==> src/rtl/scan_pace_pkg.sv <==
package scan_pace_pkg;
  typedef enum logic [1:0] {
    ST_IDLE,
    ST_PEAK,
    ST_RUN,
    ST_FIN
  } pace_st_e;
endpackage

==> src/rtl/energy_tbl.sv <==
module energy_tbl #(
  parameter int E_W   = 12,
  parameter int DEPTH = 18,
  parameter int AW    = 5
) (
  input  logic          clk_i,
  input  logic          we_i,
  input  logic [AW-1:0] waddr_i,
  input  logic [E_W-1:0] wdata_i,
  input  logic [AW-1:0] raddr_i,
  output logic [E_W-1:0] rdata_o
);
  localparam logic [AW:0] LIM = (AW+1)'(DEPTH);

  logic [E_W-1:0] mem [DEPTH];

  always_ff @(posedge clk_i) begin
    if (we_i && ({1'b0, waddr_i} < LIM)) mem[waddr_i] <= wdata_i;
  end

  assign rdata_o = ({1'b0, raddr_i} < LIM) ? mem[raddr_i] : '0;
endmodule

==> src/rtl/cycle_tag.sv <==
module cycle_tag #(
  parameter int N_SFF  = 3,
  parameter int N_COMB = 2,
  parameter int AW     = 5
) (
  input  logic [AW-1:0] idx_i,
  output logic          cap_o
);
  localparam int unsigned PRE      = N_SFF + 2;
  localparam int unsigned SEG      = N_SFF + 1;
  localparam int unsigned LOAD_END = PRE + N_COMB * SEG;

  logic [31:0] k;
  assign k = 32'(idx_i);
  // capture closes each load segment
  assign cap_o = (k >= PRE) && (k < LOAD_END) && (((k - PRE) % SEG) == SEG - 1);
endmodule

==> src/rtl/period_calc.sv <==
module period_calc #(
  parameter int E_W = 12,
  parameter int P_W = 8,
  parameter int D_W = 8
) (
  input  logic [E_W-1:0] energy_i,
  input  logic [P_W-1:0] pmax_i,
  input  logic [D_W-1:0] floor_i,
  output logic [E_W:0]   per_o
);
  localparam int PW = E_W + 1;

  logic [P_W-1:0] pm;
  logic [PW-1:0]  num;
  logic [PW-1:0]  quo;

  always_comb begin
    pm  = (pmax_i == '0) ? P_W'(1) : pmax_i;
    num = {1'b0, energy_i} + PW'(pm) - PW'(1);
    quo = num / PW'(pm);
    per_o = quo;
    if (per_o < PW'(floor_i)) per_o = PW'(floor_i);
    if (per_o < PW'(2))       per_o = PW'(2);
  end
endmodule

==> src/rtl/scan_pace_clkgen.sv <==
module scan_pace_clkgen
  import scan_pace_pkg::*;
#(
  parameter int N_SFF  = 3,
  parameter int N_COMB = 2,
  parameter int E_W    = 12,
  parameter int P_W    = 8,
  parameter int D_W    = 8,
  parameter int ET_W   = 24,
  localparam int N_CYC = (N_COMB + 2) * N_SFF + N_COMB + 4,
  localparam int AW    = $clog2(N_CYC)
) (
  input  logic            clk_i,
  input  logic            rst_ni,
  input  logic            start_i,
  input  logic            sync_mode_i,
  input  logic [P_W-1:0]  pmax_i,
  input  logic [D_W-1:0]  dly_shift_i,
  input  logic [D_W-1:0]  dly_cap_i,
  input  logic            tbl_we_i,
  input  logic [AW-1:0]   tbl_addr_i,
  input  logic [E_W-1:0]  tbl_data_i,
  output logic            tck_o,
  output logic            se_o,
  output logic            busy_o,
  output logic            done_o,
  output logic [ET_W-1:0] elapsed_o
);
  localparam int PW = E_W + 1;
  localparam logic [AW-1:0] LAST = AW'(N_CYC - 1);

  pace_st_e       st_q;
  logic [AW-1:0]  idx_q;
  logic [PW-1:0]  tick_q;
  logic [E_W-1:0] emax_q;
  logic           mode_q;
  logic           tck_q, se_q, done_q;
  logic [ET_W-1:0] elapsed_q;

  logic [E_W-1:0] rdata;
  logic           cap;
  logic [E_W-1:0] en_sel;
  logic [D_W-1:0] flr_sel;
  logic [PW-1:0]  per;

  energy_tbl #(.E_W(E_W), .DEPTH(N_CYC), .AW(AW)) u_tbl (
    .clk_i   (clk_i),
    .we_i    (tbl_we_i && (st_q == ST_IDLE)),
    .waddr_i (tbl_addr_i),
    .wdata_i (tbl_data_i),
    .raddr_i (idx_q),
    .rdata_o (rdata)
  );

  cycle_tag #(.N_SFF(N_SFF), .N_COMB(N_COMB), .AW(AW)) u_tag (
    .idx_i (idx_q),
    .cap_o (cap)
  );

  always_comb begin
    if (mode_q) begin
      en_sel  = emax_q;
      flr_sel = (dly_shift_i > dly_cap_i) ? dly_shift_i : dly_cap_i;
    end else begin
      en_sel  = rdata;
      flr_sel = cap ? dly_cap_i : dly_shift_i;
    end
  end

  period_calc #(.E_W(E_W), .P_W(P_W), .D_W(D_W)) u_per (
    .energy_i (en_sel),
    .pmax_i   (pmax_i),
    .floor_i  (flr_sel),
    .per_o    (per)
  );

  always_ff @(posedge clk_i or negedge rst_ni) begin
    if (!rst_ni) begin
      st_q      <= ST_IDLE;
      idx_q     <= '0;
      tick_q    <= '0;
      emax_q    <= '0;
      mode_q    <= 1'b0;
      tck_q     <= 1'b0;
      se_q      <= 1'b0;
      done_q    <= 1'b0;
      elapsed_q <= '0;
    end else begin
      tck_q <= (st_q == ST_RUN) && (tick_q < (per >> 1));
      se_q  <= (st_q == ST_RUN) && !cap;
      unique case (st_q)
        ST_IDLE: begin
          if (start_i) begin
            done_q    <= 1'b0;
            elapsed_q <= '0;
            idx_q     <= '0;
            tick_q    <= '0;
            emax_q    <= '0;
            mode_q    <= sync_mode_i;
            st_q      <= sync_mode_i ? ST_PEAK : ST_RUN;
          end
        end
        ST_PEAK: begin
          if (rdata > emax_q) emax_q <= rdata;
          if (idx_q == LAST) begin
            idx_q <= '0;
            st_q  <= ST_RUN;
          end else begin
            idx_q <= idx_q + AW'(1);
          end
        end
        ST_RUN: begin
          elapsed_q <= elapsed_q + ET_W'(1);
          if (tick_q == per - PW'(1)) begin
            tick_q <= '0;
            if (idx_q == LAST) st_q <= ST_FIN;
            else               idx_q <= idx_q + AW'(1);
          end else begin
            tick_q <= tick_q + PW'(1);
          end
        end
        ST_FIN: begin
          done_q <= 1'b1;
          st_q   <= ST_IDLE;
        end
        default: st_q <= ST_IDLE;
      endcase
    end
  end

  assign tck_o     = tck_q;
  assign se_o      = se_q;
  assign busy_o    = (st_q != ST_IDLE);
  assign done_o    = done_q;
  assign elapsed_o = elapsed_q;
endmodule

==> config.mk <==
export PLATFORM = sky130hd
export DESIGN_NAME = scan_pace_clkgen
export DESIGN_NICKNAME = d
export VERILOG_FILES = /design/src/rtl/scan_pace_pkg.sv /design/src/rtl/energy_tbl.sv /design/src/rtl/cycle_tag.sv /design/src/rtl/period_calc.sv /design/src/rtl/scan_pace_clkgen.sv
export SDC_FILE = /design/constraint.sdc
export NUM_CORES = 1
export LEC_CHECK = 0
export ABC_CLOCK_PERIOD_IN_PS = 82900
export CORE_AREA = 2 2 173 175
export DETAILED_ROUTE_END_ITERATION = 8
export DIE_AREA = 0 0 175 177
export PLACE_DENSITY = 0.83
export SYNTH_ARGS = -nofsm -noshare
export SYNTH_HDL_FRONTEND = slang
export SYNTH_SLANG_ARGS = --single-unit
==> constraint.sdc <==
create_clock -name clk_i -period 82.9 [get_ports clk_i]
set_clock_uncertainty 0.15 [all_clocks]
set_input_delay 8.29 -clock clk_i [delete_from_list [all_inputs] [get_ports clk_i]]
set_output_delay 8.29 -clock clk_i [all_outputs]
set_load 0.01 [all_outputs]
# Word-level counts from Yosys, hierarchy flattened
# Memories as Yosys holds them, arrays and structs flattened.
# Cells that the tools add are included.
# op_classes
add_sub_neg	7
n_div	1
magnitude_cmp	9
eq_ne	12
mux	31
n_reduce_logical	20
# op_table
operator	count
$mux 13	4
$mux 12	4
$pmux 24 s2	1
$mux 8	4
$pmux 13 s2	1
$sub 13x1->13 const B	2
$add 24x1->24 const B	1
$mux 24	1
$pmux 12 s2	1
$mux 5	4
$pmux 5 s3	1
$add 12x8->13	1
$add 13x1->13 const B	1
$div 13x8->13	1
$eq 13x13->1	1
$lt 13x12->1	1
$lt 13x2->1 const B	1
$lt 13x8->1	1
$gt 12x12->1	1
$lt 5x5->1 const B	2
$mux 2	5
$gt 8x8->1	1
$logic_not 8->1	1
$ne 2x2->1 const B	4
other kinds (19)	35
# totals
reg_bits	60
mem_bits_rw	216
input_bits	46
output_inout_bits	28
word_cells	90
memories	1
# mem_list
name	depth	word_bits	read_ports	rd_ports_with_merged_regs	wr	line_no	source
u_tbl.mem	18	12	1	0	1	energy_tbl.sv:15	logic [E_W-1:0] mem [DEPTH];

# Logic depth before layout (Yosys ltp)
# Gate-level depths: netlist of run 1.
# logic_depth
ltp_word	14
depth_mapped	152
mapped_depth_nobuf	141

# Cells and area by module
# From an unflattened synthesis of run 1, not the netlist that was laid out.
# unflattened
hier_cells	1620
hier_area_um2	18056.1
# by_module_without_submodules
mod	n_inst	cells_each	area_each_um2	seq_area_each_um2
energy_tbl	1	415	8493.1	6486.2
period_calc	1	702	5064.9	0.0
scan_pace_clkgen	1	502	4483.0	1501.4
cycle_tag	1	1	15.0	0.0

# Worst setup path after synthesis of run 1
# No wires, ideal clock.
# synth_path
path_kind	input port to flip-flop
startpoint	input pmax_i[2]
endpoint	register st_q[0]
setup_time_ns	0.128
t_arrival_ns	36.230
required_ns	82.622
slack_ns	46.393
cell_stages	140
n_path_buf	7
path_cell_list	inv_1 nand3_1 nor2_1 or2_2 inv_1 ha_1 inv_1 ha_1 a21o_1 and4_1 o41ai_1 a21oi_1 xnor2_2 ha_1 o21ai_0 nor2_1 nor2_1 a21oi_1 (+104 left out) a211oi_1 o211ai_1 a31o_1 nor3_1 inv_1 and2_1 a31oi_1 ha_1 xor2_1 xnor2_1 a21o_1 a2111oi_2 nand3b_1 a211oi_1 nor4b_4 o211ai_1 a21oi_2 mux2_1
# synth_via
elab_chain_cells	13
# synth_rtl
element	line_no	source
start: declaration	scan_pace_clkgen.sv:17	input logic [P_W-1:0] pmax_i,
$logic_not 8->1	period_calc.sv:18	pm = (pmax_i == '0) ? P_W'(1) : pmax_i;
$mux 8 *	period_calc.sv:18	
$add 12x8->13	period_calc.sv:19	num = {1'b0, energy_i} + PW'(pm) - PW'(1);
$sub 13x1->13	period_calc.sv:19	
$div 13x8->13 *	period_calc.sv:20	quo = num / PW'(pm);
$lt 13x8->1	period_calc.sv:22	if (per_o < PW'(floor_i)) per_o = PW'(floor_i);
$mux 13 *	period_calc.sv:22	
$lt 13x2->1	period_calc.sv:23	if (per_o < PW'(2)) per_o = PW'(2);
$mux 13 *	period_calc.sv:23	
$sub 13x1->13 *	scan_pace_clkgen.sv:114	if (tick_q == per - PW'(1)) begin
$eq 13x13->1 *	scan_pace_clkgen.sv:114	
$ne 2x1->1 (no source line) *	n/a	
$reduce_and 4->1 (no source line) *	n/a	
end signal: assignment	scan_pace_clkgen.sv:100	st_q <= sync_mode_i ? ST_PEAK : ST_RUN;
end: declaration	scan_pace_clkgen.sv:32	pace_st_e st_q;
# Mark *: on every way between the ends. The rest lies on a longest branch, timed or not.
# A chain may end at the register's enable or synchronous reset.

# Worst setup path after layout of run 1
# layout_path
startpoint	input pmax_i[7]
endpoint	register st_q[0]
# The elaborated chain is that of the path after synthesis.

==> impl_table.tex, run 1 <==
\begin{tabular}{lr}
\hline
Metric & Value \\
\hline
\multicolumn{2}{l}{\textbf{Worst setup path}} \\
\quad Critical path fanouts, max & 19 \\
\quad Slowest library cell on the worst path & sky130\_fd\_sc\_hd\_\_nor4\_1 \\
\quad Critical path capture point type & register \\
\quad Startpoint kind of the worst setup timing path & primary input \\
\quad Type of the setup path with the least slack & primary input to register \\
\quad Most common cell type on the critical path & sky130\_fd\_sc\_hd\_\_ha\_1 \\
\quad Critical path data required time & 83,200 ps \\
\quad Cells on worst reg2reg path & 136 \\
\quad Worst Path Arrival & 41,810 ps \\
\quad Longest individual stage delay on the worst path & 1000 ps \\
\multicolumn{2}{l}{\textbf{Clock network}} \\
\quad Clock Tree Root & sky130\_fd\_sc\_hd\_\_clkbuf\_16 \\
\quad H-tree depth reported by CTS & 1 \\
\quad TritonCTS clock tree & done \\
\quad Total of cells resized after clock tree synthesis & 0 \\
\quad Clock transition time at the flip-flop clock pins of the worst setup and hold paths & 70 ps \\
\quad Hold-fix buffer count after cts & 0 \\
\quad Worst-skew pair later-pin latency & approximately 560 ps \\
\quad Setup fix buffers added after clock tree synthesis & 0 \\
\quad Total number of clock tree sinks & 276 \\
\quad Total CTS buffers & 28 \\
\quad CTS Buffer Depth & 3 \\
\multicolumn{2}{l}{\textbf{Timing}} \\
\quad Highest attainable clock frequency & roughly 24 MHz \\
\quad Post-route minimum period & 41,510 ps \\
\quad Slew @ Worst Pin & 1250 ps \\
\quad Count of final max-slew check failures & 0 \\
\quad Worst slew slack as a fraction of its limit & 16.22\% \\
\quad Final-report hold violation count & 0 \\
\quad Final hold slack & 358.1 ps \\
\quad Total of endpoints with negative setup slack in the final report & 0 \\
\quad RSZ-0062 raised after global routing & false \\
\quad Total negative slack & 0 ps \\
\quad Final critical-path share of the clock period & 50.07\% \\
\multicolumn{2}{l}{\textbf{Final layout}} \\
\quad Layout Cells excl Fill & 2,221 \\
\quad Area grow syn2layout & 11.33\% \\
\quad Layout cells sized above 1 & 10.16\% \\
\quad Area of all placed cells without fillers & $\sim$0.021 sq mm \\
\quad Diodes inserted & 0 \\
\quad Number of inserted filler cells in the final layout & 2,031 \\
\quad Post-layout net count & 2,004 \\
\multicolumn{2}{l}{\textbf{Route}} \\
\quad Total wirelength of the detailed-routed design & 48,060 um \\
\quad Number of routed nets with antenna violations & 0 \\
\quad Residual DRC count & 0 \\
\quad Vias & 14.60k \\
\quad First-iteration detailed-routing DRC count & between 1k and 1.5k \\
\quad Avg Vias per Cell & 6.575 \\
\quad Routed WL per cell & 21.64 um \\
\quad Detailed Routing Iterations Pass 1 & 5 \\
\multicolumn{2}{l}{\textbf{Status}} \\
\quad Outcome & completed \\
\multicolumn{2}{l}{\textbf{Worst hold path}} \\
\quad Worst hold path stage count & 2 \\
\quad HP Class & register to register \\
\multicolumn{2}{l}{\textbf{Synthesis}} \\
\quad Count of synthesis-stage warnings from yosys & 0 \\
\quad Sequential share of the synthesized area & 42.99\% \\
\quad Syn nets & 1,928 \\
\quad Cells taking the most area after synthesis & sky130\_fd\_sc\_hd\_\_edfxtp\_1 35\%, sky130\_fd\_sc\_hd\_\_ha\_1 9.8\%, sky130\_fd\_sc\_hd\_\_dfrtp\_1 8.1\% \\
\quad Most used standard cell by instance count after synthesis & sky130\_fd\_sc\_hd\_\_edfxtp\_1 \\
\quad Leading cell types by count after synthesis & 216 x sky130\_fd\_sc\_hd\_\_edfxtp\_1, 146 x sky130\_fd\_sc\_hd\_\_ha\_1, 143 x sky130\_fd\_sc\_hd\_\_nor2\_1 \\
\quad Most common flop cell mapped by yosys & sky130\_fd\_sc\_hd\_\_edfxtp\_1 \\
\quad Flops \& latches, synth & 276 \\
\quad Synth Area per Inst & 10.71 sq um \\
\quad Synthesized netlist cell count & 1,735 \\
\quad Cell area after technology mapping & approximately 0.019 sq mm \\
\quad Proportion of netlist area held by the largest area contributor & about a third \\
\quad Dominant cell type by area after synthesis & sky130\_fd\_sc\_hd\_\_edfxtp\_1 \\
\quad Share of synthesized registers carrying an async set or reset & roughly 22\% \\
\quad Number of flops mapped to enable cells by yosys & approximately 220 \\
\quad Count of distinct cell types in the synthesized netlist & 98 \\
\multicolumn{2}{l}{\textbf{Place}} \\
\quad Hpwl dp & around 35,000 um \\
\quad Standard cell area after detailed placement & 0.01979 sq mm \\
\quad GPL Wtd Cong & around 1 \\
\quad Port Buf Inserts & 73 \\
\quad Number of cells after detailed placement & 2,171 \\
\multicolumn{2}{l}{\textbf{Run}} \\
\quad Maxcap violations & 0 \\
\multicolumn{2}{l}{\textbf{Floorplan}} \\
\quad Total I/O pin count & 74 \\
\quad Number of rows in the core area & 63 \\
\quad Initial standard-cell utilization of the core & 63.54\% \\
\quad Die outline width & around 180 um \\
\quad Die height & 177 um \\
\quad Total Die Area & 0.03098 sq mm \\
\quad Floorplan Core Area & 0.02924 sq mm \\
\multicolumn{2}{l}{\textbf{Global route}} \\
\quad Total GRT Usage & 31.13\% \\
\quad Sum of overflow across all layers after global routing & 0 \\
\quad Maximum number of pins on one net before global-route repair & 61 \\
\quad Number of global-route vias before repair & between 10k and 15k \\
\quad Initial antenna violation count & 0 \\
\quad First-pass GRT wire length & 76,270 um \\
\hline
\end{tabular}
state kept, by name (all words and copies together), names as in the netlist, 2 cells and up:
name	count
st_q	2
u_tbl.mem	216
tick_q	13
emax_q	12
idx_q	5
elapsed_o	24
cell usage in the layout (no fill, tap or decap), types with 15 or more instances in the layout:
cell                              netlist  layout
sky130_fd_sc_hd__mux2i_1               69      69
sky130_fd_sc_hd__nor3_1                43      39
sky130_fd_sc_hd__ha_1                 146     146
sky130_fd_sc_hd__mux4_2                45      45
sky130_fd_sc_hd__xnor2_1               44      44
sky130_fd_sc_hd__xor2_1                40      40
sky130_fd_sc_hd__mux2_2                18      18
sky130_fd_sc_hd__o22ai_1               19      19
sky130_fd_sc_hd__clkdlybuf4s50_1        0      72
sky130_fd_sc_hd__nand3_1               39      39
sky130_fd_sc_hd__nand4_1               22      22
sky130_fd_sc_hd__a21o_1                36      36
sky130_fd_sc_hd__nand2b_1              19      19
sky130_fd_sc_hd__nor2b_1               16      16
sky130_fd_sc_hd__nand2_1              135     135
sky130_fd_sc_hd__and2_1                16      16
sky130_fd_sc_hd__dfrtp_1               60      58
sky130_fd_sc_hd__nor2_1               143     143
sky130_fd_sc_hd__o21ai_0               88      88
sky130_fd_sc_hd__o21a_1                33      33
sky130_fd_sc_hd__or2_2                 15      15
sky130_fd_sc_hd__edfxtp_1             216     216
sky130_fd_sc_hd__buf_4                  2      25
sky130_fd_sc_hd__a21oi_1               78      78
sky130_fd_sc_hd__clkbuf_16              0      28
sky130_fd_sc_hd__o211ai_1              22      22
sky130_fd_sc_hd__o31ai_1               18      18
sky130_fd_sc_hd__inv_1                 95      95
sky130_fd_sc_hd__or3_1                 19      19
sky130_fd_sc_hd__and3_1                15      15
metal layers:
| layer | wire length, um | track usage, % |
|---|---|---|
| met1 | 18500 | 38.41 |
| met2 | 24470 | 55.50 |
| met3 | 2948 | 3.415 |
| met4 | 2142 | 13.78 |
| met5 | 0 | 0 |
cell type report:
cell class                 instances  area (sq um)  share of cell area, %
timing repair buffer              98         913.4                  4.415
inverter                         100         375.4                  1.814
tap                              390         488.0                  2.359
clock inverter                    16         177.7                 0.8588
clock buffer                      34         723.2                  3.496
multi-input combinational       1307         10020                  48.42
sequential                       276          7993                  38.64
through the flow:
| step | worst slack (ps) | util (%) |
|---|---|---|
| after CTS | 42070 | 70.74 |
| final | 41390 | 70.74 |
| after global placement | 42750 | 67.66 |
| after global routing | 38950 | 70.74 |
| after floorplan | 46390 | - |
| after detailed placement | 41560 | 67.66 |
cells by family (layout without fill, tap and decap cells):
family | after synthesis | in the layout | synth area share [%]
compound gates | 416 | 416 | 15.43
xor+xnor | 85 | 85 | 4.047
fa+ha+maj | 147 | 147 | 9.939
buf+inv | 152 | 248 | 3.212
flops | 276 | 276 | 42.99
mux | 134 | 134 | 10.44
simple gates | 525 | 525 | 13.94
path summary, 6_finish.rpt:
| kind | start | end | slack (ps) |
|---|---|---|---|
| setup / recovery | pmax_i[7] | st_q[0] | 41390 |
| hold / removal | emax_q[8] | emax_q[8] | 360 |
| setup reg to reg | idx_q[0] | st_q[0] | 48240 |
| hold reg to reg | emax_q[8] | emax_q[8] | 360 |
| max in group asynchronous | rst_ni | idx_q[0] | 74260 |
| min in group asynchronous | rst_ni | elapsed_o[7] | 7750 |
critical path, delay by kind of cell:
kind | cells | cell delay (ps)
compound gates | 66 | 16950
xor+xnor | 3 | 570
fa+ha+maj | 16 | 4810
buf+inv | 15 | 3200
mux | 4 | 1180
simple gates | 31 | 6700
Power of run 1 is not shown: default switching activity piles up to over one toggle a cycle in this logic, so the estimate is an artifact.
==> run 2, diff against run 1 <==
--- a/config.mk
+++ b/config.mk
@@ -5,11 +5,11 @@
 export SDC_FILE = /design/constraint.sdc
 export NUM_CORES = 1
 export LEC_CHECK = 0
-export ABC_CLOCK_PERIOD_IN_PS = 82900
-export CORE_AREA = 2 2 173 175
+export ABC_CLOCK_PERIOD_IN_PS = 34400
+export CORE_AREA = 2 2 186 188
 export DETAILED_ROUTE_END_ITERATION = 8
-export DIE_AREA = 0 0 175 177
-export PLACE_DENSITY = 0.83
+export DIE_AREA = 0 0 188 190
+export PLACE_DENSITY = 0.76
 export SYNTH_ARGS = -nofsm -noshare
 export SYNTH_HDL_FRONTEND = slang
 export SYNTH_SLANG_ARGS = --single-unit
==> constraint.sdc (replaced) <==
create_clock -name clk_i -period 34.4 [get_ports clk_i]
set_clock_uncertainty 0.15 [all_clocks]
set_input_delay 3.44 -clock clk_i [delete_from_list [all_inputs] [get_ports clk_i]]
set_output_delay 3.44 -clock clk_i [all_outputs]
set_load 0.01 [all_outputs]
==> run 2 against run 1 <==
Setup slack worse by 39000 ps. Largest cell class unchanged. Final cell count is 3.5% higher. Flip-flop and latch count stayed put.
==> impl_table.tex, run 2 (same netlist as run 1, synthesis figures left out) <==
\begin{tabular}{lr}
\hline
Metric & Value \\
\hline
\multicolumn{2}{l}{\textbf{Status}} \\
\quad Outcome & completed (unchanged) \\
\multicolumn{2}{l}{\textbf{Worst hold path}} \\
\quad Min-delay src & emax\_q[9] (was emax\_q[8]) \\
\quad HP Class & register to register (unchanged) \\
\quad Worst hold path stage count & 2 (unchanged) \\
\quad Destination of the worst hold path & emax\_q[9] (was emax\_q[8]) \\
\multicolumn{2}{l}{\textbf{Timing}} \\
\quad Final hold slack & 352.8 ps (was 358.1 ps) \\
\quad Final critical-path share of the clock period & a little over nine tenths \\
\quad Slew @ Worst Pin & 1260 ps (was 1250 ps) \\
\quad Worst slew slack as a fraction of its limit & 15.69\% (was 16.22\%) \\
\quad Post-route minimum period & 32,240 ps \\
\quad Final critical-path setup slack & 2156 ps (was 41,390 ps) \\
\quad Final-report hold violation count & 0 (unchanged) \\
\quad Count of final max-slew check failures & 0 (unchanged) \\
\quad Highest attainable clock frequency & 31.01 MHz \\
\quad Total of endpoints with negative setup slack in the final report & 0 (unchanged) \\
\multicolumn{2}{l}{\textbf{Route}} \\
\quad Met3 routed WL & 2361 um (was 2948 um) \\
\quad Vias & 14.37k (was 14.60k) \\
\quad Met2 wirelength from detailed routing & 24,030 um (was 24,470 um) \\
\quad Routed WL per cell & 20.68 um (was 21.64 um) \\
\quad Number of routed nets with antenna violations & 0 (unchanged) \\
\quad First-iteration detailed-routing DRC count & 1,316 (was 1,346) \\
\quad Avg Vias per Cell & 6.251 (was 6.575) \\
\quad Total wirelength of the detailed-routed design & 47,550 um (was 48,060 um) \\
\quad Residual DRC count & 0 (unchanged) \\
\quad Detailed Routing Iterations Pass 1 & 6 (was 5) \\
\quad Routed metal-1 wire length & 19,450 um (was 18,500 um) \\
\quad Max layer used & met4 (unchanged) \\
\multicolumn{2}{l}{\textbf{Floorplan}} \\
\quad Initial standard-cell utilization of the core & 54.74\% (was 63.54\%) \\
\quad Die outline width & 188 um (was 175 um) \\
\quad Die height & 190 um (was 177 um) \\
\quad Total Die Area & 0.03572 sq mm (was 0.03098 sq mm) \\
\quad Number of rows in the core area & 68 (was 63) \\
\quad Total I/O pin count & 74 (unchanged) \\
\quad Floorplan Core Area & 0.03395 sq mm (was 0.02924 sq mm) \\
\multicolumn{2}{l}{\textbf{Final layout}} \\
\quad Area of all placed cells without fillers & 0.02092 sq mm (was 0.02069 sq mm) \\
\quad Commonest cells after routing, fill and taps aside & 216 x sky130\_fd\_sc\_hd\_\_edfxtp\_1, 146 x sky130\_fd\_sc\_hd\_\_ha\_1, 142 x sky130\_fd\_sc\_hd\_\_nor2\_1 (was 216 x sky130\_fd\_sc\_hd\_\_edfxtp\_1, 146 x sky130\_fd\_sc\_hd\_\_ha\_1, 143 x sky130\_fd\_sc\_hd\_\_nor2\_1) \\
\quad Area grow syn2layout & 12.58\% (was 11.33\%) \\
\quad Commonest non-fill, non-tap cell in the layout & sky130\_fd\_sc\_hd\_\_edfxtp\_1 (unchanged) \\
\quad Layout cells sized above 1 & 11.71\% (was 10.16\%) \\
\quad Diodes inserted & 0 (unchanged) \\
\quad Top register by number of flip-flops & u\_tbl.mem (unchanged) \\
\quad Post-layout net count & 2,016 (was 2,004) \\
\quad Flip-flop count of the largest register after layout & 216 (unchanged) \\
\quad Number of inserted filler cells in the final layout & 2,655 (was 2,031) \\
\multicolumn{2}{l}{\textbf{Clock network}} \\
\quad Worst-skew pair later-pin latency & 540 ps (was 560 ps) \\
\quad Clock Tree Root & sky130\_fd\_sc\_hd\_\_clkbuf\_16 (unchanged) \\
\quad Clock transition time at the flip-flop clock pins of the worst setup and hold paths & 60 ps (was 70 ps) \\
\quad Hold-fix buffer count after cts & 0 (unchanged) \\
\quad H-tree depth reported by CTS & 1 (unchanged) \\
\quad TritonCTS clock tree & done (unchanged) \\
\quad CTS Buffer Depth & 3 (unchanged) \\
\quad Total number of clock tree sinks & 276 (unchanged) \\
\quad Total CTS buffers & 27 (was 28) \\
\multicolumn{2}{l}{\textbf{Worst setup path}} \\
\quad End of the worst register-to-register path & st\_q[0] (unchanged) \\
\quad Setup slack on the worst flop-to-flop path & 3320 ps (was 48,240 ps) \\
\quad Most common cell type on the critical path & sky130\_fd\_sc\_hd\_\_ha\_1 (unchanged) \\
\quad Slowest library cell on the worst path & sky130\_fd\_sc\_hd\_\_clkdlybuf4s50\_1 (was sky130\_fd\_sc\_hd\_\_nor4\_1) \\
\quad Type of the setup path with the least slack & primary input to register (unchanged) \\
\quad Longest individual stage delay on the worst path & 560 ps (was 1000 ps) \\
\quad Critical path capture point type & register (unchanged) \\
\quad Startpoint kind of the worst setup timing path & primary input (unchanged) \\
\quad Critical path data required time & 34,680 ps (was 83,200 ps) \\
\quad Worst R2R Start & idx\_q[1] (was idx\_q[0]) \\
\quad Critical path fanouts, max & 18 (was 19) \\
\quad Worst Path Arrival & 32,520 ps (was 41,810 ps) \\
\quad Cells on worst reg2reg path & 132 (was 136) \\
\multicolumn{2}{l}{\textbf{Place}} \\
\quad Hpwl dp & 34,560 um (was 34,580 um) \\
\quad Port Buf Inserts & 73 (unchanged) \\
\quad GPL Wtd Cong & 0.9776 (was 1.010) \\
\quad Worst slack at placement & 437.0 ps (was 41,560 ps) \\
\quad Standard cell area after detailed placement & 0.01996 sq mm (was 0.01979 sq mm) \\
\multicolumn{2}{l}{\textbf{Global route}} \\
\quad Total GRT Usage & 26.47\% (was 31.13\%) \\
\quad Number of global-route vias before repair & 14.08k (was 14.45k) \\
\quad Sum of overflow across all layers after global routing & 0 (unchanged) \\
\quad Initial antenna violation count & 0 (unchanged) \\
\quad Maximum number of pins on one net before global-route repair & 61 (unchanged) \\
\quad First-pass GRT wire length & 75,450 um (was 76,270 um) \\
\multicolumn{2}{l}{\textbf{Run}} \\
\quad Maxcap violations & 0 (unchanged) \\
\hline
\end{tabular}
## run 2: cell type report
class	instances	area, sq um	share of cell area (%)
flip-flops and latches	276	7993	38.21
well taps	455	569.3	2.721
clock buffers	33	718.2	3.433
repair buffers	111	1013	4.845
clock inverters	17	163.9	0.7835
inverters	100	375.4	1.794
multi-input cells	1307	10090	48.21
## run 2: worst max-delay path by stage
stage / startpoint / to / cells past startpoint
2_1_floorplan: pmax_i[2] / st_q[0] / 140
3_3_place_gp: pmax_i[7] / st_q[0] / 135
3_5_place_dp: pmax_i[7] / st_q[0] / 139
4_1_cts: pmax_i[7] / st_q[0] / 137
5_1_grt: pmax_i[6] / st_q[0] / 136
6_report: pmax_i[6] / st_q[0] / 132
## run 2: timing repair
item	CTS	global route
buffers inserted	0	1
resized for setup	0	20
hold endpoints to repair	0	0
setup endpoints to repair	0	21
## run 2: critical path, delay by kind of cell
| kind | cells | cell delay (ps) |
|---|---|---|
| multiplexers | 7 | 1910 |
| adder cells (fa/ha/maj) | 16 | 4690 |
| AO/OA/AOI/OAI | 63 | 13830 |
| XOR/XNOR | 3 | 610 |
| buffers and inverters | 14 | 2410 |
| AND/OR/NAND/NOR | 29 | 5560 |
## run 2: metal layers
metal / vias up / track usage, %
li1: 6751 / -
met1: 6979 / 33.59
met2: 522 / 46.92
met3: 118 / 2.675
met4: 0 / 10.08
met5: - / 0
## run 2: metrics by stage
stage / std cells / TNS [ps] / utilization (%)
2_1_floorplan: 1735 / 0 / -
3_3_place_gp: 2248 / 0 / 58.79
3_5_place_dp: 2248 / 0 / 58.79
4_1_cts: 2298 / 0 / 61.39
5_1_grt: 2299 / -69.65 / 61.62
6_report: 2299 / 0 / 61.62
Power of run 2 is left out for the same reason.
==> run 3, diff against run 2 <==
--- a/config.mk
+++ b/config.mk
@@ -9,7 +9,7 @@
 export CORE_AREA = 2 2 186 188
 export DETAILED_ROUTE_END_ITERATION = 8
 export DIE_AREA = 0 0 188 190
-export PLACE_DENSITY = 0.76
+export PLACE_DENSITY = 0.83
 export SYNTH_ARGS = -nofsm -noshare
 export SYNTH_HDL_FRONTEND = slang
 export SYNTH_SLANG_ARGS = --single-unit
==> run 3 against run 2 <==
Global-route usage up 0.84 points. Cell area up 0.23%. Register-to-register slack worse by 130 ps. Setup slack worse by 170 ps. Utilization up 0.14 points. Hold slack better by 6.7 ps. Wire length up 4.1%. Count of clock-buffer cells in the layout down 2. Largest cell class unchanged.
==> impl_table.tex, run 3 (same netlist as run 1, synthesis figures left out) <==
\begin{tabular}{lr}
\hline
Metric & Value \\
\hline
\multicolumn{2}{l}{\textbf{Clock network}} \\
\quad Clock Tree Root & sky130\_fd\_sc\_hd\_\_clkbuf\_16 (unchanged) \\
\quad CTS Buffer Depth & 3 (unchanged) \\
\quad TritonCTS clock tree & done (unchanged) \\
\quad Worst-skew pair later-pin latency & 540 ps (about the same) \\
\quad Total number of clock tree sinks & 276 (unchanged) \\
\quad Total CTS buffers & 27 (unchanged) \\
\quad H-tree depth reported by CTS & 1 (unchanged) \\
\quad Hold-fix buffer count after cts & 0 (unchanged) \\
\quad Clock transition time at the flip-flop clock pins of the worst setup and hold paths & 60 ps (about the same) \\
\multicolumn{2}{l}{\textbf{Worst setup path}} \\
\quad Critical path capture point type & register (unchanged) \\
\quad Slowest library cell on the worst path & sky130\_fd\_sc\_hd\_\_or4\_1 (was sky130\_fd\_sc\_hd\_\_clkdlybuf4s50\_1) \\
\quad Worst Path Arrival & 32,710 ps (was 32,520 ps) \\
\quad Critical path data required time & 34,700 ps (was 34,680 ps) \\
\quad Critical path fanouts, max & 14 (was 18) \\
\quad Longest individual stage delay on the worst path & 540 ps (was 560 ps) \\
\quad Type of the setup path with the least slack & primary input to register (unchanged) \\
\quad Most common cell type on the critical path & sky130\_fd\_sc\_hd\_\_ha\_1 (unchanged) \\
\quad Startpoint kind of the worst setup timing path & primary input (unchanged) \\
\multicolumn{2}{l}{\textbf{Floorplan}} \\
\quad Initial standard-cell utilization of the core & 54.74\% (unchanged) \\
\quad Floorplan Core Area & 0.03395 sq mm (unchanged) \\
\quad Total Die Area & 0.03572 sq mm (unchanged) \\
\quad Die outline width & 188 um (unchanged) \\
\quad Total I/O pin count & 74 (unchanged) \\
\quad Die height & 190 um (unchanged) \\
\quad Number of rows in the core area & 68 (unchanged) \\
\multicolumn{2}{l}{\textbf{Timing}} \\
\quad Post-route minimum period & 32,410 ps (was 32,240 ps) \\
\quad Worst slew slack as a fraction of its limit & 11.03\% (was 15.69\%) \\
\quad Final critical-path share of the clock period & 94.22\% (was 93.73\%) \\
\quad Slew @ Worst Pin & 1330 ps (was 1260 ps) \\
\quad Total of endpoints with negative setup slack in the final report & 0 (unchanged) \\
\quad Final-report hold violation count & 0 (unchanged) \\
\quad Highest attainable clock frequency & 30.85 MHz (was 31.01 MHz) \\
\quad Count of final max-slew check failures & 0 (unchanged) \\
\multicolumn{2}{l}{\textbf{Route}} \\
\quad Avg Vias per Cell & 6.422 (was 6.251) \\
\quad Total wirelength of the detailed-routed design & 49,510 um (was 47,550 um) \\
\quad Detailed Routing Iterations Pass 1 & 6 (unchanged) \\
\quad Routed WL per cell & 21.56 um (was 20.68 um) \\
\quad First-iteration detailed-routing DRC count & 1,360 (was 1,316) \\
\quad Vias & 14.75k (was 14.37k) \\
\quad Residual DRC count & 0 (unchanged) \\
\quad Number of routed nets with antenna violations & 0 (unchanged) \\
\multicolumn{2}{l}{\textbf{Global route}} \\
\quad Maximum number of pins on one net before global-route repair & 61 (unchanged) \\
\quad Number of global-route vias before repair & 14.50k (was 14.08k) \\
\quad First-pass GRT wire length & 77,560 um (was 75,450 um) \\
\quad Total GRT Usage & 27.31\% (was 26.47\%) \\
\quad Initial antenna violation count & 0 (unchanged) \\
\quad Sum of overflow across all layers after global routing & 0 (unchanged) \\
\multicolumn{2}{l}{\textbf{Final layout}} \\
\quad Post-layout net count & 2,013 (was 2,016) \\
\quad Flip-flop count of the largest register after layout & 216 (unchanged) \\
\quad Number of inserted filler cells in the final layout & 2,557 (was 2,655) \\
\quad Diodes inserted & 0 (unchanged) \\
\quad Commonest non-fill, non-tap cell in the layout & sky130\_fd\_sc\_hd\_\_edfxtp\_1 (unchanged) \\
\quad Layout cells sized above 1 & 11.68\% (was 11.71\%) \\
\quad Area grow syn2layout & 12.84\% (was 12.58\%) \\
\quad Commonest cells after routing, fill and taps aside & 216 x sky130\_fd\_sc\_hd\_\_edfxtp\_1, 145 x sky130\_fd\_sc\_hd\_\_ha\_1, 143 x sky130\_fd\_sc\_hd\_\_nor2\_1 (was 216 x sky130\_fd\_sc\_hd\_\_edfxtp\_1, 146 x sky130\_fd\_sc\_hd\_\_ha\_1, 142 x sky130\_fd\_sc\_hd\_\_nor2\_1) \\
\quad Top register by number of flip-flops & u\_tbl.mem (unchanged) \\
\quad Layout Cells excl Fill & 2,296 (was 2,299) \\
\multicolumn{2}{l}{\textbf{Place}} \\
\quad GPL Wtd Cong & 0.9593 (was 0.9776) \\
\quad Hpwl dp & 35,330 um (was 34,560 um) \\
\quad Port Buf Inserts & 73 (unchanged) \\
\quad Number of cells after detailed placement & 2,246 (was 2,248) \\
\multicolumn{2}{l}{\textbf{Status}} \\
\quad Outcome & completed (unchanged) \\
\multicolumn{2}{l}{\textbf{Run}} \\
\quad Maxcap violations & 0 (unchanged) \\
\multicolumn{2}{l}{\textbf{Worst hold path}} \\
\quad HP Class & register to register (unchanged) \\
\hline
\end{tabular}
[run 3: cell type report]
class,instances,area (sq um),share of cell area (%)
Clock buffer,31,690.7,3.294
Tap cell,455,569.3,2.715
Clock inverter,19,217.7,1.038
Inverter,100,375.4,1.790
Timing Repair Buffer,108,988.4,4.714
Sequential cell,276,7993,38.12
Multi-Input combinational cell,1307,10130,48.33
[run 3: path summary, 6_finish.rpt]
path                           start   endpoint  slack [ps]  depth (start not counted)
max in group asynchronous     rst_ni   idx_q[0]       30570                          2
min in group asynchronous     rst_ni      tck_o        2900                          2
min                        emax_q[9]  emax_q[9]         360                          2
max reg2reg                 idx_q[0]   idx_q[2]        3190                        131
min reg2reg                emax_q[9]  emax_q[9]         360                          2
max                        pmax_i[7]   idx_q[2]        1990                        133
[run 3: per-layer routing]
metal	track usage, %	wire, um	part of all wire (%)	vias to the layer above
li1	-	-	-	6762
met1	33.52	19620	40	7231
met2	49.32	25180	51	625
met3	2.970	2843	5.7	128
met4	10.93	1865	3.8	0
met5	0	0	0	-
[run 3: critical path: cells and delay by family]
kind,cells,cell delay [ps]
and+or+nand+nor,34,6370
AOI/OAI and AO/OA,62,14350
adders and majority gates,16,4580
xor gates and xnor gates,3,590
muxes,4,930
buffers and inverters,14,2420
[run 3: repair_timing]
| action | in CTS | in global routing |
|---|---|---|
| setup endpoints to repair | 0 | 21 |
| setup buffers | 0 | 0 |
| gates resized for setup | 0 | 31 |
[run 3: through the flow]
| step | setup WS [ps] | setup TNS (ps) | cell area, sq um | util, % | hold slack, ps |
|---|---|---|---|---|---|
| 2_1_floorplan | 2743 | 0 | 18580 | - | 320.4 |
| 3_3_place_gp | 1102 | 0 | 19930 | 58.72 | 334.6 |
| 3_5_place_dp | 232.5 | 0 | 19930 | 58.72 | 345.3 |
| 4_1_cts | 722.8 | 0 | 20840 | 61.39 | 359.5 |
| 5_1_grt | -84.44 | -257.1 | 20970 | 61.76 | 384.0 |
| 6_report | 1989 | 0 | 20970 | 61.76 | 359.6 |
Power of run 3 is left out for the same reason.
